$ cat src/rtl/eep_pkg.sv
package eep_pkg;

   typedef enum logic [2:0] {
      ST_IDLE,
      ST_ADDR,
      ST_ADDR_ACK,
      ST_WR,
      ST_WR_ACK,
      ST_RD,
      ST_RD_ACK,
      ST_HOLD
   } eep_state_t;

   // Power-on image: byte idx = mul*idx + add, truncated to 8 bits
   function automatic logic [7:0] img_byte(input int unsigned idx,
                                           input logic [7:0] mul,
                                           input logic [7:0] add);
      logic [7:0] lo;
      lo = idx[7:0];
      return 8'(lo * mul + add);
   endfunction

endpackage

$ cat src/rtl/eep_line_sync.sv
module eep_line_sync #(
   parameter int STAGES = 2
) (
   input  logic clk,
   input  logic rst_n,
   input  logic scl_i,
   input  logic sda_i,
   output logic sda_q,
   output logic scl_rise,
   output logic scl_fall,
   output logic start_det,
   output logic stop_det
);

   logic scl_q;
   logic scl_prev;
   logic sda_prev;

   if (STAGES < 1) begin : g_bad_stages
      $error("eep_line_sync: STAGES must be at least 1");
   end

   if (STAGES == 1) begin : g_single
      logic scl_r, sda_r;
      always_ff @(posedge clk or negedge rst_n) begin
         if (!rst_n) begin
            scl_r <= 1'b1;
            sda_r <= 1'b1;
         end else begin
            scl_r <= scl_i;
            sda_r <= sda_i;
         end
      end
      assign scl_q = scl_r;
      assign sda_q = sda_r;
   end else begin : g_chain
      logic [STAGES-1:0] scl_ff, sda_ff;
      always_ff @(posedge clk or negedge rst_n) begin
         if (!rst_n) begin
            scl_ff <= '1;
            sda_ff <= '1;
         end else begin
            scl_ff <= {scl_ff[STAGES-2:0], scl_i};
            sda_ff <= {sda_ff[STAGES-2:0], sda_i};
         end
      end
      assign scl_q = scl_ff[STAGES-1];
      assign sda_q = sda_ff[STAGES-1];
   end

   always_ff @(posedge clk or negedge rst_n) begin
      if (!rst_n) begin
         scl_prev <= 1'b1;
         sda_prev <= 1'b1;
      end else begin
         scl_prev <= scl_q;
         sda_prev <= sda_q;
      end
   end

   assign scl_rise  =  scl_q & ~scl_prev;
   assign scl_fall  = ~scl_q &  scl_prev;
   // SDA edges while SCL stays high frame a transaction
   assign start_det =  scl_q &  scl_prev &  sda_prev & ~sda_q;
   assign stop_det  =  scl_q &  scl_prev & ~sda_prev &  sda_q;

endmodule

$ cat src/rtl/eep_bus_fsm.sv
module eep_bus_fsm
   import eep_pkg::*;
#(
   parameter int DW = 8
) (
   input  logic          clk,
   input  logic          rst_n,
   input  logic          scl_rise,
   input  logic          scl_fall,
   input  logic          start_det,
   input  logic          stop_det,
   input  logic          sda_q,
   input  logic [6:0]    dev_addr,
   input  logic [DW-1:0] rd_data,
   output logic          sda_oe,
   output logic          wr_stb,
   output logic          wr_first,
   output logic [DW-1:0] wr_byte,
   output logic          rd_stb,
   output eep_state_t    state
);

   localparam int CW = $clog2(DW + 1);
   localparam logic [CW-1:0] FULL = CW'(DW);

   if (DW != 8) begin : g_bad_dw
      $error("eep_bus_fsm: the two-wire byte is 8 bits wide");
   end

   logic [CW-1:0] bitcnt;
   logic [DW-1:0] rx_sh;
   logic [DW-1:0] tx_sh;
   logic          rw_bit;
   logic          first_pend;
   logic          ctl_ack;

   always_ff @(posedge clk or negedge rst_n) begin
      if (!rst_n) begin
         state      <= ST_IDLE;
         bitcnt     <= '0;
         rx_sh      <= '0;
         tx_sh      <= '0;
         rw_bit     <= 1'b0;
         first_pend <= 1'b0;
         ctl_ack    <= 1'b0;
         sda_oe     <= 1'b0;
         wr_stb     <= 1'b0;
         wr_first   <= 1'b0;
         wr_byte    <= '0;
         rd_stb     <= 1'b0;
      end else begin
         wr_stb <= 1'b0;
         rd_stb <= 1'b0;
         if (start_det) begin
            state      <= ST_ADDR;
            bitcnt     <= '0;
            sda_oe     <= 1'b0;
            first_pend <= 1'b1;
         end else if (stop_det) begin
            state  <= ST_IDLE;
            bitcnt <= '0;
            sda_oe <= 1'b0;
         end else begin
            unique case (state)
               ST_ADDR, ST_WR: begin
                  if (scl_rise && bitcnt != FULL) begin
                     rx_sh  <= {rx_sh[DW-2:0], sda_q};
                     bitcnt <= bitcnt + 1'b1;
                  end else if (scl_fall && bitcnt == FULL) begin
                     bitcnt <= '0;
                     if (state == ST_ADDR) begin
                        if (rx_sh[DW-1:1] == dev_addr) begin
                           sda_oe <= 1'b1;
                           rw_bit <= rx_sh[0];
                           state  <= ST_ADDR_ACK;
                        end else begin
                           state  <= ST_HOLD;
                        end
                     end else begin
                        sda_oe     <= 1'b1;
                        wr_stb     <= 1'b1;
                        wr_byte    <= rx_sh;
                        wr_first   <= first_pend;
                        first_pend <= 1'b0;
                        state      <= ST_WR_ACK;
                     end
                  end
               end
               ST_ADDR_ACK: begin
                  if (scl_fall) begin
                     bitcnt <= '0;
                     if (rw_bit) begin
                        tx_sh  <= rd_data;
                        sda_oe <= ~rd_data[DW-1];
                        rd_stb <= 1'b1;
                        state  <= ST_RD;
                     end else begin
                        sda_oe <= 1'b0;
                        state  <= ST_WR;
                     end
                  end
               end
               ST_WR_ACK: begin
                  if (scl_fall) begin
                     sda_oe <= 1'b0;
                     state  <= ST_WR;
                  end
               end
               ST_RD: begin
                  if (scl_rise && bitcnt != FULL) begin
                     bitcnt <= bitcnt + 1'b1;
                  end else if (scl_fall) begin
                     if (bitcnt == FULL) begin
                        sda_oe <= 1'b0;
                        bitcnt <= '0;
                        state  <= ST_RD_ACK;
                     end else if (bitcnt != '0) begin
                        tx_sh  <= {tx_sh[DW-2:0], 1'b0};
                        sda_oe <= ~tx_sh[DW-2];
                     end
                  end
               end
               ST_RD_ACK: begin
                  if (scl_rise) begin
                     ctl_ack <= ~sda_q;
                  end else if (scl_fall) begin
                     if (ctl_ack) begin
                        tx_sh  <= rd_data;
                        sda_oe <= ~rd_data[DW-1];
                        rd_stb <= 1'b1;
                        state  <= ST_RD;
                     end else begin
                        state  <= ST_HOLD;
                     end
                  end
               end
               default: ;
            endcase
         end
      end
   end

endmodule

$ cat src/rtl/eep_store.sv
module eep_store
   import eep_pkg::*;
#(
   parameter int         AW      = 8,
   parameter int         DW      = 8,
   parameter logic [7:0] IMG_MUL = 8'd37,
   parameter logic [7:0] IMG_ADD = 8'h5A
) (
   input  logic          clk,
   input  logic          rst_n,
   input  logic          wr_stb,
   input  logic          wr_first,
   input  logic [DW-1:0] wr_byte,
   input  logic          rd_stb,
   output logic [DW-1:0] rd_data,
   output logic [AW-1:0] ptr,
   output logic          accessed
);

   localparam int DEPTH = 1 << AW;

   if (AW > DW) begin : g_bad_aw
      $error("eep_store: pointer must load from one data byte");
   end

   logic [DW-1:0] mem [DEPTH];

   always_ff @(posedge clk or negedge rst_n) begin
      if (!rst_n) begin
         for (int i = 0; i < DEPTH; i++) begin
            mem[i] <= img_byte(i, IMG_MUL, IMG_ADD);
         end
      end else if (wr_stb && !wr_first) begin
         mem[ptr] <= wr_byte;
      end
   end

   always_ff @(posedge clk or negedge rst_n) begin
      if (!rst_n) begin
         ptr      <= '0;
         accessed <= 1'b0;
      end else begin
         if (wr_stb) begin
            accessed <= 1'b1;
            ptr      <= wr_first ? wr_byte[AW-1:0] : ptr + 1'b1;
         end else if (rd_stb) begin
            accessed <= 1'b1;
            ptr      <= ptr + 1'b1;
         end
      end
   end

   assign rd_data = mem[ptr];

endmodule

$ cat src/rtl/serial_eeprom_target.sv
module serial_eeprom_target
   import eep_pkg::*;
#(
   parameter logic [6:0] BASE_ADDR   = 7'h50,
   parameter int         IDX_W       = 3,
   parameter int         AW          = 8,
   parameter int         SYNC_STAGES = 2,
   parameter logic [7:0] IMG_MUL     = 8'd37,
   parameter logic [7:0] IMG_ADD     = 8'h5A
) (
   input  logic             clk,
   input  logic             rst_n,
   input  logic [IDX_W-1:0] strap_idx,
   input  logic             scl_i,
   input  logic             sda_i,
   output logic             sda_oe,
   output logic             accessed
);

   localparam int DW      = 8;
   localparam int MAX_DEV = 1 << IDX_W;

   if (IDX_W < 1 || IDX_W > 3) begin : g_bad_idx
      $error("serial_eeprom_target: IDX_W must be 1..3");
   end
   if (int'(BASE_ADDR) + MAX_DEV > 128) begin : g_bad_base
      $error("serial_eeprom_target: address window leaves 7-bit space");
   end

   logic          sda_q, scl_rise, scl_fall, start_det, stop_det;
   logic [6:0]    dev_addr;
   logic [DW-1:0] rd_data, wr_byte;
   logic          wr_stb, wr_first, rd_stb;
   logic [AW-1:0] ptr;
   eep_state_t    state;

   assign dev_addr = BASE_ADDR + 7'(strap_idx);

   eep_line_sync #(.STAGES(SYNC_STAGES)) u_sync (
      .clk       (clk),
      .rst_n     (rst_n),
      .scl_i     (scl_i),
      .sda_i     (sda_i),
      .sda_q     (sda_q),
      .scl_rise  (scl_rise),
      .scl_fall  (scl_fall),
      .start_det (start_det),
      .stop_det  (stop_det)
   );

   eep_bus_fsm #(.DW(DW)) u_fsm (
      .clk       (clk),
      .rst_n     (rst_n),
      .scl_rise  (scl_rise),
      .scl_fall  (scl_fall),
      .start_det (start_det),
      .stop_det  (stop_det),
      .sda_q     (sda_q),
      .dev_addr  (dev_addr),
      .rd_data   (rd_data),
      .sda_oe    (sda_oe),
      .wr_stb    (wr_stb),
      .wr_first  (wr_first),
      .wr_byte   (wr_byte),
      .rd_stb    (rd_stb),
      .state     (state)
   );

   eep_store #(
      .AW      (AW),
      .DW      (DW),
      .IMG_MUL (IMG_MUL),
      .IMG_ADD (IMG_ADD)
   ) u_store (
      .clk      (clk),
      .rst_n    (rst_n),
      .wr_stb   (wr_stb),
      .wr_first (wr_first),
      .wr_byte  (wr_byte),
      .rd_stb   (rd_stb),
      .rd_data  (rd_data),
      .ptr      (ptr),
      .accessed (accessed)
   );

endmodule

$ cat config.mk
export PLATFORM = sky130hd
export DESIGN_NAME = serial_eeprom_target
export DESIGN_NICKNAME = d
export VERILOG_FILES = /design/src/rtl/eep_pkg.sv /design/src/rtl/eep_line_sync.sv /design/src/rtl/eep_bus_fsm.sv /design/src/rtl/eep_store.sv /design/src/rtl/serial_eeprom_target.sv
export SDC_FILE = /design/constraint.sdc
export NUM_CORES = 2
export LEC_CHECK = 0
export BUFFER_PORTS_ARGS = -buffer_cell sky130_fd_sc_hd__buf_2
export CAP_MARGIN = 25
export CORE_MARGIN = 2
export CORE_UTILIZATION = 45
export CTS_CLUSTER_DIAMETER = 30
export CTS_CLUSTER_SIZE = 24
export DETAILED_ROUTE_END_ITERATION = 16
export PLACE_DENSITY_LB_ADDON = 0.1
export SLEW_MARGIN = 25
export SYNTH_ARGS = -nofsm -noshare
export SYNTH_HDL_FRONTEND = slang
export SYNTH_SLANG_ARGS = --single-unit
$ cat constraint.sdc
create_clock -name clk -period 6.7 [get_ports clk]
set_input_delay 1.005 -clock clk [delete_from_list [all_inputs] [get_ports clk]]
set_output_delay 1.005 -clock clk [all_outputs]
set_load 0.1 [all_outputs]
# Yosys cells after proc, flatten, opt, wreduce, memory -nomap -nowiden
# Cells that the tools add are included.
[classes]
n_eq_ne = 36
n_bitwise = 18
reduce_logical = 22
order_cmp = 2
muxes = 83
n_addsub = 3
[op_table]
columns = ["op", "count"]
rows = [
  ["bitwise mux 2048 bit", 1],
  ["binary-select mux 8 bit (select 8 bit)", 1],
  ["demux 8 bit (select 8 bit)", 1],
  ["2-to-1 mux 7 bit", 9],
  ["2-to-1 mux 8 bit", 6],
  ["2-to-1 mux 3 bit", 14],
  ["2-to-1 mux 1 bit", 37],
  ["2-to-1 mux 4 bit", 8],
  ["inequality test 4 x 3 -> 1 bit (second input constant)", 7],
  ["AND reduction 12 bit", 2],
  ["case mux 7 bit (3 select lines)", 1],
  ["inequality test 5 x 3 -> 1 bit (second input constant)", 4],
  ["inequality test 4 bit (second input constant)", 4],
  ["case mux 3 bit (5 select lines)", 1],
  ["inequality test 2 x 1 -> 1 bit (second input constant)", 6],
  ["inequality test 2 bit (second input constant)", 6],
  ["case mux 4 bit (3 select lines)", 1],
  ["NOT 1 bit", 10],
  ["AND reduction 10 bit", 1],
  ["AND reduction 5 bit", 2],
  ["equality test 3 bit (second input constant)", 3],
  [">= comparator 9 bit (second input constant)", 1],
  ["less-than comparator 9 x 1 -> 1 bit (second input constant)", 1],
  ["NOT 8 -> 9 bit", 1],
  ["other kinds (23)", 36],
]
[totals]
out_inout_bits = 2
word_cells = 438
ff_bits = 2100
inputBits = 7

# Longest topological paths before layout
[depth]
depth_word = 11
ltp_mapped = 14
depth_no_buf = 9

# By module
# A second synthesis with hierarchy kept.
[unflattened]
hier_cells = 6066
area_unflattened_um2 = 96617.7
[by_module_without_submodules]
columns = ["module", "cells_each", "seq_area_each_um2", "instances", "area_per_inst_um2"]
rows = [
  ["eep_store", 5857, 52755.6, 1, 94383.0],
  ["eep_bus_fsm", 197, 925.9, 1, 2037.0],
  ["eep_line_sync", 10, 157.7, 1, 190.2],
  ["serial_eeprom_target", 2, 0.0, 1, 7.5],
]

# Worst setup path before layout
# Ideal clock, no wire load.
[synth_path]
kind = "reg2reg"
startpoint = "reg u_store.ptr[1]"
endpoint = "reg u_store.mem[245] (netlist name)"
synth_period_minus_slack_ns = 3.317
t_arrival_ns = 3.192
n_path_buf = 6
required_ns = 6.575
setup_slack_ns = 3.383
stages_incl_launch_ff = 12
setup_time_ns = 0.125
cell_sequence = "dfrtp_1 -> buf_2 -> buf_2 -> clkinv_1 -> buf_1 -> clkbuf_1 -> ha_1 -> clkbuf_1 -> clkbuf_1 -> nand2_1 -> nor2_1 -> mux2_2"
[synth_via]
elab_chain_len = 6
elab_cells_between_ends = 7
cone_classes = "order compare (2); mux (3); bitwise (1); reduce/logical (1)"
[synth_lines]
columns = ["element", "line_no", "text"]
rows = [
  ["from (decl)", "eep_store.sv:16", "output logic [AW-1:0] ptr,"],
  ["from (signal assigned)", "eep_store.sv:45", "ptr <= wr_first ? wr_byte[AW-1:0] : ptr + 1'b1;"],
  ["from (signal assigned)", "eep_store.sv:48", "ptr <= ptr + 1'b1;"],
  ["NOT 8 -> 9 bit (implied by the code) *", "eep_store.sv:34", "mem[ptr] <= wr_byte;"],
  [">= comparator 9 bit (implied by the code) / less-than comparator 9 x 1 -> 1 bit (equally long branches)", "eep_store.sv:34", ""],
  ["logical AND 1 bit (implied by the code)", "eep_store.sv:34", ""],
  ["2-to-1 mux 8 bit (implied by the code)", "eep_store.sv:34", ""],
  ["demux 8 bit (select 8 bit) *", "eep_store.sv:34", ""],
  ["bitwise mux 2048 bit *", "eep_store.sv:34", ""],
  ["to (signal, indexed assignment)", "eep_store.sv:31", "mem[i] <= img_byte(i, IMG_MUL, IMG_ADD);"],
  ["to (signal, indexed assignment)", "eep_store.sv:34", ""],
  ["to (decl)", "eep_store.sv:26", "logic [DW-1:0] mem [DEPTH];"],
]
# Every way passes the cells marked *; elsewhere a longest branch is shown, timed or not.
# A chain may end at the register's enable or synchronous reset.

# Worst setup path in the final report
[layout_path]
startpoint = "reg u_store.ptr[0]"
endpoint = "reg u_fsm.tx_sh[1]"
[layout_via]
elab_chain_len = 8
elab_cells_between_ends = 10
cone_classes = "mux (9); bitwise (1)"
[layout_lines]
columns = ["element", "line_no", "text"]
rows = [
  ["NOT 8 -> 9 bit (implied by the code) *", "eep_store.sv:53", "assign rd_data = mem[ptr];"],
  ["binary-select mux 8 bit (select 8 bit) *", "eep_store.sv:53", ""],
  ["2-to-1 mux 8 bit (implied by the code) * (2 in series)", "eep_store.sv:53", ""],
  ["2-to-1 mux 7 bit", "eep_bus_fsm.sv:127", "if (ctl_ack) begin"],
  ["2-to-1 mux 7 bit", "eep_bus_fsm.sv:126", "end else if (scl_fall) begin"],
  ["2-to-1 mux 7 bit", "eep_bus_fsm.sv:124", "if (scl_rise) begin"],
  ["case mux 7 bit (3 select lines) *", "eep_bus_fsm.sv:64", "unique case (state)"],
  ["to (signal assigned)", "eep_bus_fsm.sv:93", "tx_sh <= rd_data;"],
  ["to (signal assigned)", "eep_bus_fsm.sv:118", "tx_sh <= {tx_sh[DW-2:0], 1'b0};"],
  ["to (signal assigned)", "eep_bus_fsm.sv:128", "tx_sh <= rd_data;"],
  ["to (decl)", "eep_bus_fsm.sv:32", "logic [DW-1:0] tx_sh;"],
]
# Every way passes the cells marked *; elsewhere a longest branch is shown, timed or not. The select of a mux whose other input is x is not followed.

==> reports/metrics.csv <==
stage;metric;value;unit
finish;Layout area overhead;22.66;%
worst_setup_path;Critical-path top delay cell;dfrtp_4;
placed_design;PortBufs;8;
worst_setup_path;CP Cell Sequence;buf_12, buf_12, buf_4, mux4_2, nand2_1, a32oi_1, o21ai_1, a2111oi_0, nor3_1, a221oi_1;
synthesis;Post-Syn Instances;6248;
synthesis;ys async rst share;100.0;%
clocking;Worst-Skew Late Latency;0.95;ns
detailed_routing;DRC viols;0;
sta;Fin. Hold Viols;0;
detailed_routing;First-pass DRT Iterations;6;
synthesis;Post-synth EDFFs;0;
detailed_routing;WL/cell;30.45;µm
global_routing;GRT overflow;0;
sta;final setup vio count;0;
pwr;Peak VDD IR;0.2844;mV
sta;worst hold margin;0.1831;ns
finish;Fillers;16989;
global_routing;gr usage total;27.27;%
global_routing;initial antenna violation count;5;
pwr;Lkg Pwr;51.44;nW
clocking;htree depth;6;
worst_setup_path;crit end category;register;
sta;Worst Skew;0.04911;ns
placed_design;Post-DP HPWL;178.2;mm
clocking;Post-CTS Resized;0;
worst_setup_path;Critical Path AT;5.71;ns
clocking;cts hold-fix bufs;0;
synthesis;Yosys reg bits;2100;
clocking;TritonCTS clock tree;built;
floorplan;row count;170;
synthesis;Netlist cell types;67;
run_status;status;complete, no violations;
sta;Final min period;4.884;ns
floorplan;area of the core;0.2144;mm²
detailed_routing;number of routed nets with antenna violations;0;
finish;Nets;6484;
clocking;Num CTS Buffers;544;
min_path;Hold Crit Class;in -> reg;
synthesis;Post-Synthesis Cell Area;0.09704;mm²
worst_setup_path;type of origin of the critical path;register;
global_routing;global-route wire length before repair;440.3;mm
floorplan;Initial Utilization;45.26;%
sta;max-slew violation count;0;
sta;TNS Setup;0;ns
synthesis;Syn Area/Cell;15.53;µm²
finish;Multi-input gate area;0.04129;mm²
pwr;PwrDens;358.7;mW/mm²
worst_setup_path;most used cell, CP;buf_12;
detailed_routing;via count;58590;
finish;sequential standard cell area;0.05389;mm²
clocking;Setup Buffers After CTS;0;
finish;share of cells above drive strength 1;68.00;%
global_routing;pin count of the biggest net entering global routing;215;
synthesis;synth warn;0;
clocking;Reg clk slew, reported paths;0.04;ns
synthesis;syn nets;6261;
detailed_routing;final WL;296.7;mm
floorplan;num ports;9;
synthesis;fraction of the yosys area taken by sequential cells;55.48;%
worst_setup_path;Critical Path Fanout Max;59;
finish;final core occ;55.52;%
clocking;clock sink count;2100;
detailed_routing;via density per instance;6.013;
floorplan;Die X;468.4;µm
placed_design;routability cong.;0.8444;
floorplan;die outline height;468.4;µm
detailed_routing;drt initial violations;4516;
synthesis;Post-synth top flop;dfrtp_1;
worst_setup_path;CP max stage delay;1.09;ns
sta;RSZ-0062 raised after global routing;false;
clocking;root buffer cell;clkbuf_16;
sta;slew margin rel.;25.32;%
sta;period utilization;72.89;%
global_routing;vias in the first global route;62500;
floorplan;die area;0.2194;mm²
sta;FMAX;204.8;MHz
sta;worst slew pin tran;1.116;ns
run;Max-cap violations;0;
worst_setup_path;CP Data Required Time;7.53;ns
clocking;CTS Buffer Depth;4;
worst_setup_path;Crit Path Class;reg -> reg;
[per-stage QoR]
stage	power [mW]	cells	setup WS, ns	area [µm²]
after detailed placement	16.66	8758	1.742	100200
final	42.70	9744	1.816	119000
after CTS	43.14	9737	1.726	118900
after global placement	16.65	8756	1.794	100100
after floorplan	15.50	6248	3.383	97040
after global routing	44.09	9743	1.584	119000
[cells in the final DEF (no fill, tap or decap), drive strengths merged, types with 6 or more instances in the layout]
master    count
a32oi        20
a21oi        41
clkinv       89
mux2i       130
nand2b        8
nor4          6
nand3       104
dfstp      1030
a211oi        9
nand4        12
buf         155
and3         11
dfrtp      1070
clkbuf      795
a22oi        66
a2111oi      10
ha            6
nor3b         7
o21ai        41
o31ai         8
a221oi       22
bufinv       54
mux4        495
nor2        268
a31oi        14
nand3b        6
mux2       2075
o22a          7
o221ai       12
o22ai        24
inv          28
nand2       129
a22o         20
nor3         16
clkinvlp     29
and2          8
o2111ai       8
nor2b        22
o211ai        6
[flip-flops by register name (all words and copies together), names as in the netlist]
name                   count
u_sync.sda_prev            1
u_store.ptr                8
u_fsm.wr_first             1
u_fsm.wr_byte              8
u_store.accessed           1
u_fsm.rw_bit               1
u_fsm.sda_oe               1
u_sync.g_chain.sda_ff      2
u_fsm.first_pend           1
u_fsm.rx_sh                8
u_sync.scl_prev            1
u_fsm.ctl_ack              1
u_fsm.rd_stb               1
u_store.mem             2048
u_sync.g_chain.scl_ff      2
u_fsm.wr_stb               1
u_fsm.tx_sh                7
u_fsm.bitcnt               4
u_fsm.state                3
[per-layer routing]
metal	global-route usage (%)	routed length, µm
met1	38.17	131800
met2	41.74	136900
met3	5.893	17430
met4	10.36	10570
met5	0	28
[synth_stat cells, types with 8 or more instances]
cell type | count | area [µm²]
buf_1 | 25 | 93.84
a2111oi_0 | 10 | 87.58
and3_1 | 11 | 68.82
o22ai_1 | 24 | 150.1
mux2_2 | 2075 | 23370
o221ai_1 | 12 | 105.1
mux4_2 | 491 | 11060
a221oi_1 | 22 | 192.7
nand4_1 | 12 | 75.07
nor2_1 | 268 | 1006
dfstp_2 | 1030 | 27060
o31ai_1 | 8 | 60.06
clkbuf_1 | 363 | 1363
buf_6 | 11 | 123.9
nand2b_1 | 8 | 50.05
inv_1 | 13 | 48.80
dfrtp_1 | 1070 | 26780
a22o_1 | 20 | 175.2
a32oi_1 | 20 | 175.2
nand3_1 | 104 | 520.5
o2111ai_1 | 8 | 70.07
a22oi_1 | 66 | 495.5
a21oi_1 | 41 | 205.2
a211oi_1 | 9 | 67.56
buf_2 | 45 | 225.2
o21ai_1 | 13 | 65.06
a31oi_1 | 13 | 81.33
buf_4 | 34 | 255.2
nor3_1 | 16 | 80.08
mux2i_1 | 130 | 1301
nand2_1 | 128 | 480.5
nor2b_1 | 21 | 131.4
o21ai_0 | 28 | 140.1
[logic make-up after synthesis]
group | after synthesis | share of synthesized area (%)
muxes | 2700 | 36.92
buffers and inverters | 494 | 2.185
and+or+nand+nor | 613 | 2.830
DFF | 2100 | 55.48
adders and majority gates | 6 | 0.07736
AOI/OAI and AO/OA | 329 | 2.447
xor gates and xnor gates | 6 | 0.05415
[layout make-up]
class                           instances  area share, %
Clock inverter                        184          2.093
Antenna cell                            2       0.004205
Timing Repair Buffer                  155          1.328
Clock buffer                          795          13.58
Sequential cell                      2100          45.27
Multi-Input combinational cell       3654          34.69
Tap cell                             2838          2.983
Inverter                               16        0.05466
[critical path: cells and delay by family, from the launching register on]
family                 cells  cell delay, ns
muxes                      1            0.28
DFF                        1            1.09
buffers and inverters      3            1.24
AOI/OAI and AO/OA          4            1.58
and+or+nand+nor            2            0.46
[path summary, 6_finish.rpt]
check | cells after the start | from | slack, ns | endpoint
min in group asynchronous | 1 | rst_n | 0.20 | u_store.mem[997]$_DFFE_PN0P_
max | 10 | u_store.ptr[0]$_DFFE_PN0P_ | 1.82 | u_fsm.tx_sh[1]$_DFFE_PN0P_
max reg2reg | 10 | u_store.ptr[0]$_DFFE_PN0P_ | 1.82 | u_fsm.tx_sh[1]$_DFFE_PN0P_
min | 1 | scl_i | 0.18 | u_sync.g_chain.scl_ff[0]$_DFF_PN1_
max in group asynchronous | 2 | rst_n | 5.01 | u_store.mem[1810]$_DFFE_PN0P_
min reg2reg | 0 | u_sync.g_chain.sda_ff[0]$_DFF_PN1_ | 0.35 | u_sync.g_chain.sda_ff[1]$_DFF_PN1_
[where the power goes]
group          internal (mW)  switching, mW  total (mW)
clock network           18.6           7.66        26.3
logic                   1.28           2.14        3.42
registers               12.8          0.189        13.0
total                   32.7           9.99        42.7
No activity file was read; power rests on OpenSTA's default activity.
